File: src/rtl/bseq_pkg.sv
// Package: shared order type and beat arithmetic for the burst address sequencer.
// Assumes the beat counter width is fixed by BEAT_W (a four-beat burst).
package bseq_pkg;
    localparam int BEAT_W = 2;
    localparam int BEATS  = 1 << BEAT_W;

    typedef enum logic {
        ORD_LINEAR     = 1'b0,
        ORD_INTERLEAVE = 1'b1
    } order_e;

    // Low address bits for beat n starting from start_lo, in the chosen order.
    function automatic logic [BEAT_W-1:0] beat_lo(
        input logic [BEAT_W-1:0] start_lo,
        input logic [BEAT_W-1:0] n,
        input order_e            ord
    );
        if (ord == ORD_INTERLEAVE)
            return start_lo ^ n;
        else
            return BEAT_W'(start_lo + n);
    endfunction
endpackage

File: src/rtl/bseq_strobe_dec.sv
// Module: strobe decoder. Turns the two address strobes and the chip enable
// into a capture request and a deselect request.
// Assumes all inputs are already synchronous to clk; purely combinational.
module bseq_strobe_dec (
    input  logic ce_n,
    input  logic proc_strobe_n,
    input  logic ctrl_strobe_n,
    output logic start_o,
    output logic stop_o
);
    // Capture when enabled and either strobe is low; deselect on controller strobe when not enabled.
    always_comb begin
        start_o = !ce_n && (!ctrl_strobe_n || !proc_strobe_n);
        stop_o  = ce_n && !ctrl_strobe_n;
    end
endmodule

File: src/rtl/bseq_beat_ctr.sv
// Module: beat counter. Holds the wrap-around beat index and the burst-active flag.
// Assumes start_i and stop_i are never both high (the decoder guarantees this).
module bseq_beat_ctr #(
    parameter int CW = bseq_pkg::BEAT_W
) (
    input  logic          clk,
    input  logic          rst_n,
    input  logic          start_i,
    input  logic          stop_i,
    input  logic          advance_n,
    output logic [CW-1:0] cnt_o,
    output logic          active_o
);
    localparam logic [CW-1:0] ONE = CW'(1);

    // Beat index and active flag: reset, restart, deselect, step or hold.
    always_ff @(posedge clk) begin
        if (!rst_n) begin
            cnt_o    <= '0;
            active_o <= 1'b0;
        end else if (start_i) begin
            cnt_o    <= '0;
            active_o <= 1'b1;
        end else if (stop_i) begin
            cnt_o    <= '0;
            active_o <= 1'b0;
        end else if (active_o && !advance_n) begin
            cnt_o    <= cnt_o + ONE;
        end
    end

    AST_RESET_CLEAR: assert property (@(posedge clk)
        !rst_n |=> (cnt_o == '0 && !active_o));
    AST_STEP_ONE: assert property (@(posedge clk) disable iff (!rst_n)
        (!start_i && !stop_i && active_o && !advance_n) |=> (cnt_o == CW'($past(cnt_o) + ONE)));
    AST_SUSPEND_HOLD: assert property (@(posedge clk) disable iff (!rst_n)
        (!start_i && !stop_i && advance_n) |=> $stable(cnt_o));
    AST_RESTART_ZERO: assert property (@(posedge clk) disable iff (!rst_n)
        start_i |=> (cnt_o == '0 && active_o));
endmodule

File: src/rtl/bseq_addr_fmt.sv
// Module: address formatter. Replaces the low bits of the captured address
// with the beat-adjusted value; upper bits pass through.
// Assumes AW >= BW; combinational.
module bseq_addr_fmt #(
    parameter int AW = 21,
    parameter int BW = bseq_pkg::BEAT_W
) (
    input  logic [AW-1:0] base_i,
    input  logic [BW-1:0] cnt_i,
    input  logic          interleave,
    output logic [AW-1:0] addr_o
);
    import bseq_pkg::*;

    logic [BW-1:0] lo;

    // Low bits for the current beat in the selected order.
    always_comb lo = beat_lo(base_i[BW-1:0], cnt_i, order_e'(interleave));

    generate
        if (AW > BW) begin : g_wide
            // Upper bits unchanged, low bits from the beat.
            always_comb addr_o = {base_i[AW-1:BW], lo};
        end else begin : g_narrow
            // Whole address is the beat field.
            always_comb addr_o = lo;
        end
    endgenerate
endmodule

File: src/rtl/burst_addr_seq.sv
// Module: burst address sequencer top. Captures a base address on a valid
// strobe and presents the four-beat burst address to the array.
// Assumes synchronous inputs and a static order input during a burst.
module burst_addr_seq #(
    parameter int AW = 21
) (
    input  logic          clk,
    input  logic          rst_n,
    input  logic          ce_n,
    input  logic          proc_strobe_n,
    input  logic          ctrl_strobe_n,
    input  logic          advance_n,
    input  logic          interleave,
    input  logic [AW-1:0] addr_in,
    output logic [AW-1:0] arr_addr,
    output logic          burst_active
);
    import bseq_pkg::*;

    logic              start, stop;
    logic [AW-1:0]     base_q;
    logic [BEAT_W-1:0] cnt;

    bseq_strobe_dec u_dec (
        .ce_n          (ce_n),
        .proc_strobe_n (proc_strobe_n),
        .ctrl_strobe_n (ctrl_strobe_n),
        .start_o       (start),
        .stop_o        (stop)
    );

    // Base address register: loads on capture only.
    always_ff @(posedge clk) begin
        if (!rst_n)
            base_q <= '0;
        else if (start)
            base_q <= addr_in;
    end

    bseq_beat_ctr #(.CW(BEAT_W)) u_ctr (
        .clk       (clk),
        .rst_n     (rst_n),
        .start_i   (start),
        .stop_i    (stop),
        .advance_n (advance_n),
        .cnt_o     (cnt),
        .active_o  (burst_active)
    );

    bseq_addr_fmt #(.AW(AW), .BW(BEAT_W)) u_fmt (
        .base_i     (base_q),
        .cnt_i      (cnt),
        .interleave (interleave),
        .addr_o     (arr_addr)
    );

    AST_CAPTURE_CTRL: assert property (@(posedge clk) disable iff (!rst_n)
        (!ctrl_strobe_n && !ce_n) |=> (burst_active && base_q == $past(addr_in)));
    AST_PROC_GATED: assert property (@(posedge clk) disable iff (!rst_n)
        (ce_n && ctrl_strobe_n) |=> ($stable(burst_active) && $stable(base_q)));
    AST_DESELECT: assert property (@(posedge clk) disable iff (!rst_n)
        (ce_n && !ctrl_strobe_n) |=> (!burst_active && $stable(base_q)));
    AST_UPPER_KEEP: assert property (@(posedge clk) disable iff (!rst_n)
        (!start) |=> $stable(arr_addr[AW-1:BEAT_W]));
endmodule

File: config.mk
export PLATFORM = sky130hd
export DESIGN_NAME = burst_addr_seq
export DESIGN_NICKNAME = d
export VERILOG_FILES = /design/src/rtl/bseq_pkg.sv /design/src/rtl/bseq_strobe_dec.sv /design/src/rtl/bseq_beat_ctr.sv /design/src/rtl/bseq_addr_fmt.sv /design/src/rtl/burst_addr_seq.sv
export SDC_FILE = /design/constraint.sdc
export NUM_CORES = 1
export LEC_CHECK = 0
export BUFFER_PORTS_ARGS = -buffer_cell sky130_fd_sc_hd__buf_2
export CORE_MARGIN = 4
export CORE_UTILIZATION = 35
export CTS_BUF_LIST = sky130_fd_sc_hd__clkbuf_4 sky130_fd_sc_hd__clkbuf_8
export CTS_CLUSTER_DIAMETER = 120
export DETAILED_ROUTE_END_ITERATION = 10
export HOLD_SLACK_MARGIN = 0.1
export PLACE_DENSITY_LB_ADDON = 0.12
export SYNTH_ARGS = -nofsm -noshare
export SYNTH_HDL_FRONTEND = slang
export SYNTH_SLANG_ARGS = --single-unit
File: constraint.sdc
create_clock -name clk -period 2.4 [get_ports clk]
set_input_delay 0.48 -clock clk [delete_from_list [all_inputs] [get_ports clk]]
set_output_delay 0.48 -clock clk [all_outputs]
set_load 0.005 [all_outputs]
## After elaboration in Yosys (flattened, before gate mapping)

Index checks and enable logic that the tools add are counted.

| storage, ports and cells | value |
|---|---|
| register bits after elaboration | 24 |
| input port bits | 28 |
| word-level logic and storage cells | 20 |

| operators by class | value |
|---|---|
| $add $sub $neg | 2 |
| mux-type cells | 3 |
| bitwise gates (word level) | 2 |
| reduce and logical (&&, ||, !) cells | 10 |

Operator list:

| kind | count |
|---|---|
| $logic_not 1->1 | 4 |
| $logic_and 1x1->1 | 3 |
| $reduce_or 3->1 | 1 |
| $add 2x1->2 const B | 1 |
| $add 2x2->2 | 1 |
| $mux 1 | 2 |
| $mux 2 | 1 |
| $reduce_bool 2->1 | 1 |
| $xor 2x2->2 | 1 |
| $logic_or 1x1->1 | 1 |
| $not 1->1 | 1 |

## Logic depth before layout (Yosys ltp)

| logic depth | value |
|---|---|
| word-level depth | 4 |
| mapped depth | 4 |
| depth with buffers taken out | 3 |

## By module

Synthesis repeated with hierarchy kept, for this count alone.

| unflattened totals | value |
|---|---|
| cells, all modules | 105 |
| area total of the unflattened synthesis | 1142.3 um^2 |

By module, submodules not included:

| module | instances | cells an instance | area an instance (um^2) | sequential area each (um^2) |
|---|---|---|---|---|
| burst_addr_seq | 1 | 68 | 820.8 | 420.4 |
| bseq_addr_fmt | 1 | 23 | 178.9 | 0.0 |
| bseq_beat_ctr | 1 | 12 | 131.4 | 60.1 |
| bseq_strobe_dec | 1 | 2 | 11.3 | 0.0 |

## Worst setup path after synthesis

OpenSTA, ideal clock, no wires.

| path | value |
|---|---|
| kind | register -> output |
| start point | register base_q[0] |
| end point | output arr_addr[1] |
| arrival | 747 ps |
| data required time | 1920 ps |
| path slack | 1173 ps |
| stages on the path, launching flop included | 4 |
| path through | dfxtp_1 ha_1 nor2b_1 xnor2_1 |

| on the way | value |
|---|---|
| longest elaborated chain between the ends | 2 |

Ends and longest elaborated chain:

| what | RTL line | source |
|---|---|---|
| start, declared | burst_addr_seq.sv:21 | `logic [AW-1:0] base_q;` |
| start signal, assigned | burst_addr_seq.sv:37 | `base_q <= addr_in;` |
| $add 2x2->2 | bseq_pkg.sv:21 | `return BEAT_W'(start_lo + n);` |
| $mux 2 | bseq_pkg.sv:18 | `if (ord == ORD_INTERLEAVE)` |
| end, declared | burst_addr_seq.sv:15 | `output logic [AW-1:0] arr_addr,` |

No other way between the ends.

## Worst setup path in the final report

| path | value |
|---|---|
| start point | register u_ctr.cnt_o[0] |
| end point | output arr_addr[1] |

| on the way | value |
|---|---|
| longest elaborated chain between the ends | 2 |

Ends and longest elaborated chain:

| what | RTL line | source |
|---|---|---|
| start, declared | bseq_beat_ctr.sv:11 | `output logic [CW-1:0] cnt_o,` |
| start signal, assigned | bseq_beat_ctr.sv:28 | `cnt_o <= cnt_o + ONE;` |
| $add 2x2->2 | bseq_pkg.sv:21 |  |
| $mux 2 | bseq_pkg.sv:18 |  |

No other way between the ends.

==> summary.md <==
| Metric | Value |
|---|---|
| Status | `finished, final reports clean` |
| GR peak layer | `met2` |
| Power density cells | `576 nW/um^2` |
| Fmax | `585 MHz` |
| Buffers on Ports | `49` |
| Hold WS | `385 ps` |
| Pleak | `0.592 nW` |
| YS warnings | `0` |
| CTS tree | `built` |
| Remaining DRCs | `0` |
| Die X | `66.2 um` |
| Die area | `4380 um^2` |
| CTS Buffer Depth | `2` |
| Switching Share | `0.248` |
| Met3 GRT Util | `0.0221` |
| Combinational Power Share | `0.152` |
| First drt pass iteration count | `4` |
| H-tree depth | `1` |
| Slack of the critical path | `692 ps` |
| Synth Net Count | `158` |
| I/O pins | `50` |
| Starting Density | `0.376` |
| Clock power frac | `0.274` |
| Post-synth top area share | `0.405` |
| Synthesized cell area | `1180 um^2` |
| Remaining antenna violation count | `0` |
| Seq/Total Area, Yosys | `0.405` |
| Syn Inst Count | `129` |
| 1st-iter DRT viols | `35` |
| Pint | `0.567 mW` |
| Total negative slack | `0 ps` |
| Fill cells | `339` |
| Crit path max fanout | `3` |
| Place WS | `833 ps` |
| GRT Util Overall | `0.105` |
| Total global routing overflow | `0` |
| Final setup vio count | `0` |
| Period utilization | `0.712` |
| Hold buffer count at CTS | `0` |
| IR Drop Worst-Case VDD | `215 uV` |
| Worst skew pair latency | `300 ps` |
| Main area contributors after synthesis | `dfxtp_1, o21ai_2, buf_4` |
| Initial antenna violation count | `0` |
| Post-DR wirelength/cell | `10.9 um` |
| CTS Sinks | `24` |
| Via Count | `899` |
| Hold Path Class | `input port to register` |
| Gpl congestion | `0.668` |
| Syn-to-layout area delta | `10.3%` |
| Drt total wl | `2190 um` |
| CTS Buf Count | `3` |
| Final Skew | `0.138 ps` |
| Register bit total from synthesis | `24` |
| CP startpoint kind | `register` |
| FP Rows | `20` |
| Commonest non-fill, non-tap cell in the layout | `buf_2` |
| Sequential share of power | `0.574` |
| Met2 usage | `0.172` |
| Worst-Margin Slew | `525 ps` |
| Clk root buf | `clkbuf_4` |
| Share of cells above drive strength 1 | `0.484` |
| Syn avg cell area | `9.19 um^2` |
| Hpwl dp | `1640 um` |
| GR Layer Usage met1 | `0.128` |
| Cell variety after synth | `21` |
| Max-cap viol count | `0` |
| Cell taking the most area after synthesis | `dfxtp_1` |
| CP required | `1920 ps` |
| Most frequent cells in the layout | `buf_2, dfxtp_1, nand2_1, nand3_1, o21ai_2` |
| RSZ-0062 raised after global routing | `no` |
| Clock transition at the registers of the reported paths | `120 ps` |
| First-pass GRT wire length | `3590 um` |
| Die height | `66.2 um` |
| Diodes inserted | `0` |
| Critical setup path kind | `register to primary output` |
| Slew HR | `0.650` |
| Final Max Slew Viols | `0` |
| Vias/cell | `4.47` |
| Largest net degree at the start of global routing | `44` |
| Critical Path End Type | `primary output` |
| Post-CTS setup buffers | `0` |
| Nets | `187` |
| Post-cts resize count | `0` |
| Core area | `3150 um^2` |
| Crit path DAT | `1230 ps` |
| Endpoints failing hold | `0` |
| Vias in the first global route | `869` |
| Sw power | `0.187 mW` |
| Tmin final | `1710 ps` |
worst max-delay path: stages (launching register included):
cell and delay, ps:
dfxtp_1 380, ha_1 140, nor2b_1 150, xnor2_1 130
buf_2 130
cells by family (layout without fill, tap and decap cells):
family,Yosys count,after routing,share of synthesized area
AND/OR/NAND/NOR,47,47,0.182
adder cells (fa/ha/maj),1,1,0.0106
flip-flops,24,24,0.405
buffers and inverters,29,57,0.203
AO/OA/AOI/OAI,25,25,0.177
XOR/XNOR,3,3,0.0222
cell usage after synthesis:
master     n
dfxtp_1   24
nand2_1   21
nand3_1   21
buf_4     19
o21ai_2   19
buf_6      5
a21oi_1    2
buf_2      2
clkbuf_8   2
nor2b_1    2
xnor2_1    2
a21oi_4    1
ha_1       1
inv_1      1
nand3b_1   1
nor2_1     1
nor3b_1    1
o211ai_1   1
o21ai_0    1
o21ai_1    1
xor2_1     1
power by group through the flow:
stage | clock [mW] | sequential, mW | combinational (mW)
6_report | 0.206 | 0.432 | 0.115
5_1_grt | 0.236 | 0.436 | 0.129
4_1_cts | 0.225 | 0.433 | 0.118
3_5_place_dp | 0 | 0.441 | 0.118
3_3_place_gp | 0 | 0.441 | 0.115
2_1_floorplan | 0 | 0.439 | 0.100
per-layer routing:
| layer | wire, um | share of wire |
|---|---|---|
| met3 | 140 | 0.064 |
| met1 | 989 | 0.45 |
| met2 | 1040 | 0.47 |
| met4 | 20 | 0.0091 |
| met5 | 0 | 0 |
metrics by stage:
step	instances	instance area (um^2)	power (mW)	util
floorplan	129	1180	0.539	-
global placement	197	1270	0.555	0.403
detailed placement	197	1270	0.559	0.403
CTS	201	1310	0.776	0.415
global route	201	1310	0.801	0.415
finish	201	1310	0.753	0.415
path summary, 6_finish.rpt:
path,start,end,slack [ps],cells after the start
max,u_ctr.cnt_o[0],arr_addr[1],690,4
min,addr_in[10],base_q[10],390,3
max reg2reg,u_ctr.active_o,u_ctr.cnt_o[1],1580,3
min reg2reg,base_q[16],base_q[16],460,2
registers in the layout, summed over array words and instances, names as in the netlist:
name / count
base_q: 21
u_ctr.active_o: 1
u_ctr.cnt_o: 2
area by class of cell:
| type | count | area (um^2) | area share |
|---|---|---|---|
| Sequential cell | 24 | 480 | 0.367 |
| Multi-Input combinational cell | 76 | 464 | 0.355 |
| Timing Repair Buffer | 52 | 268 | 0.205 |
| Tap cell | 44 | 55.1 | 0.0421 |
| Clock buffer | 4 | 36.3 | 0.0278 |
| Inverter | 1 | 3.75 | 0.00287 |
Power figures use the tool's default switching activity.
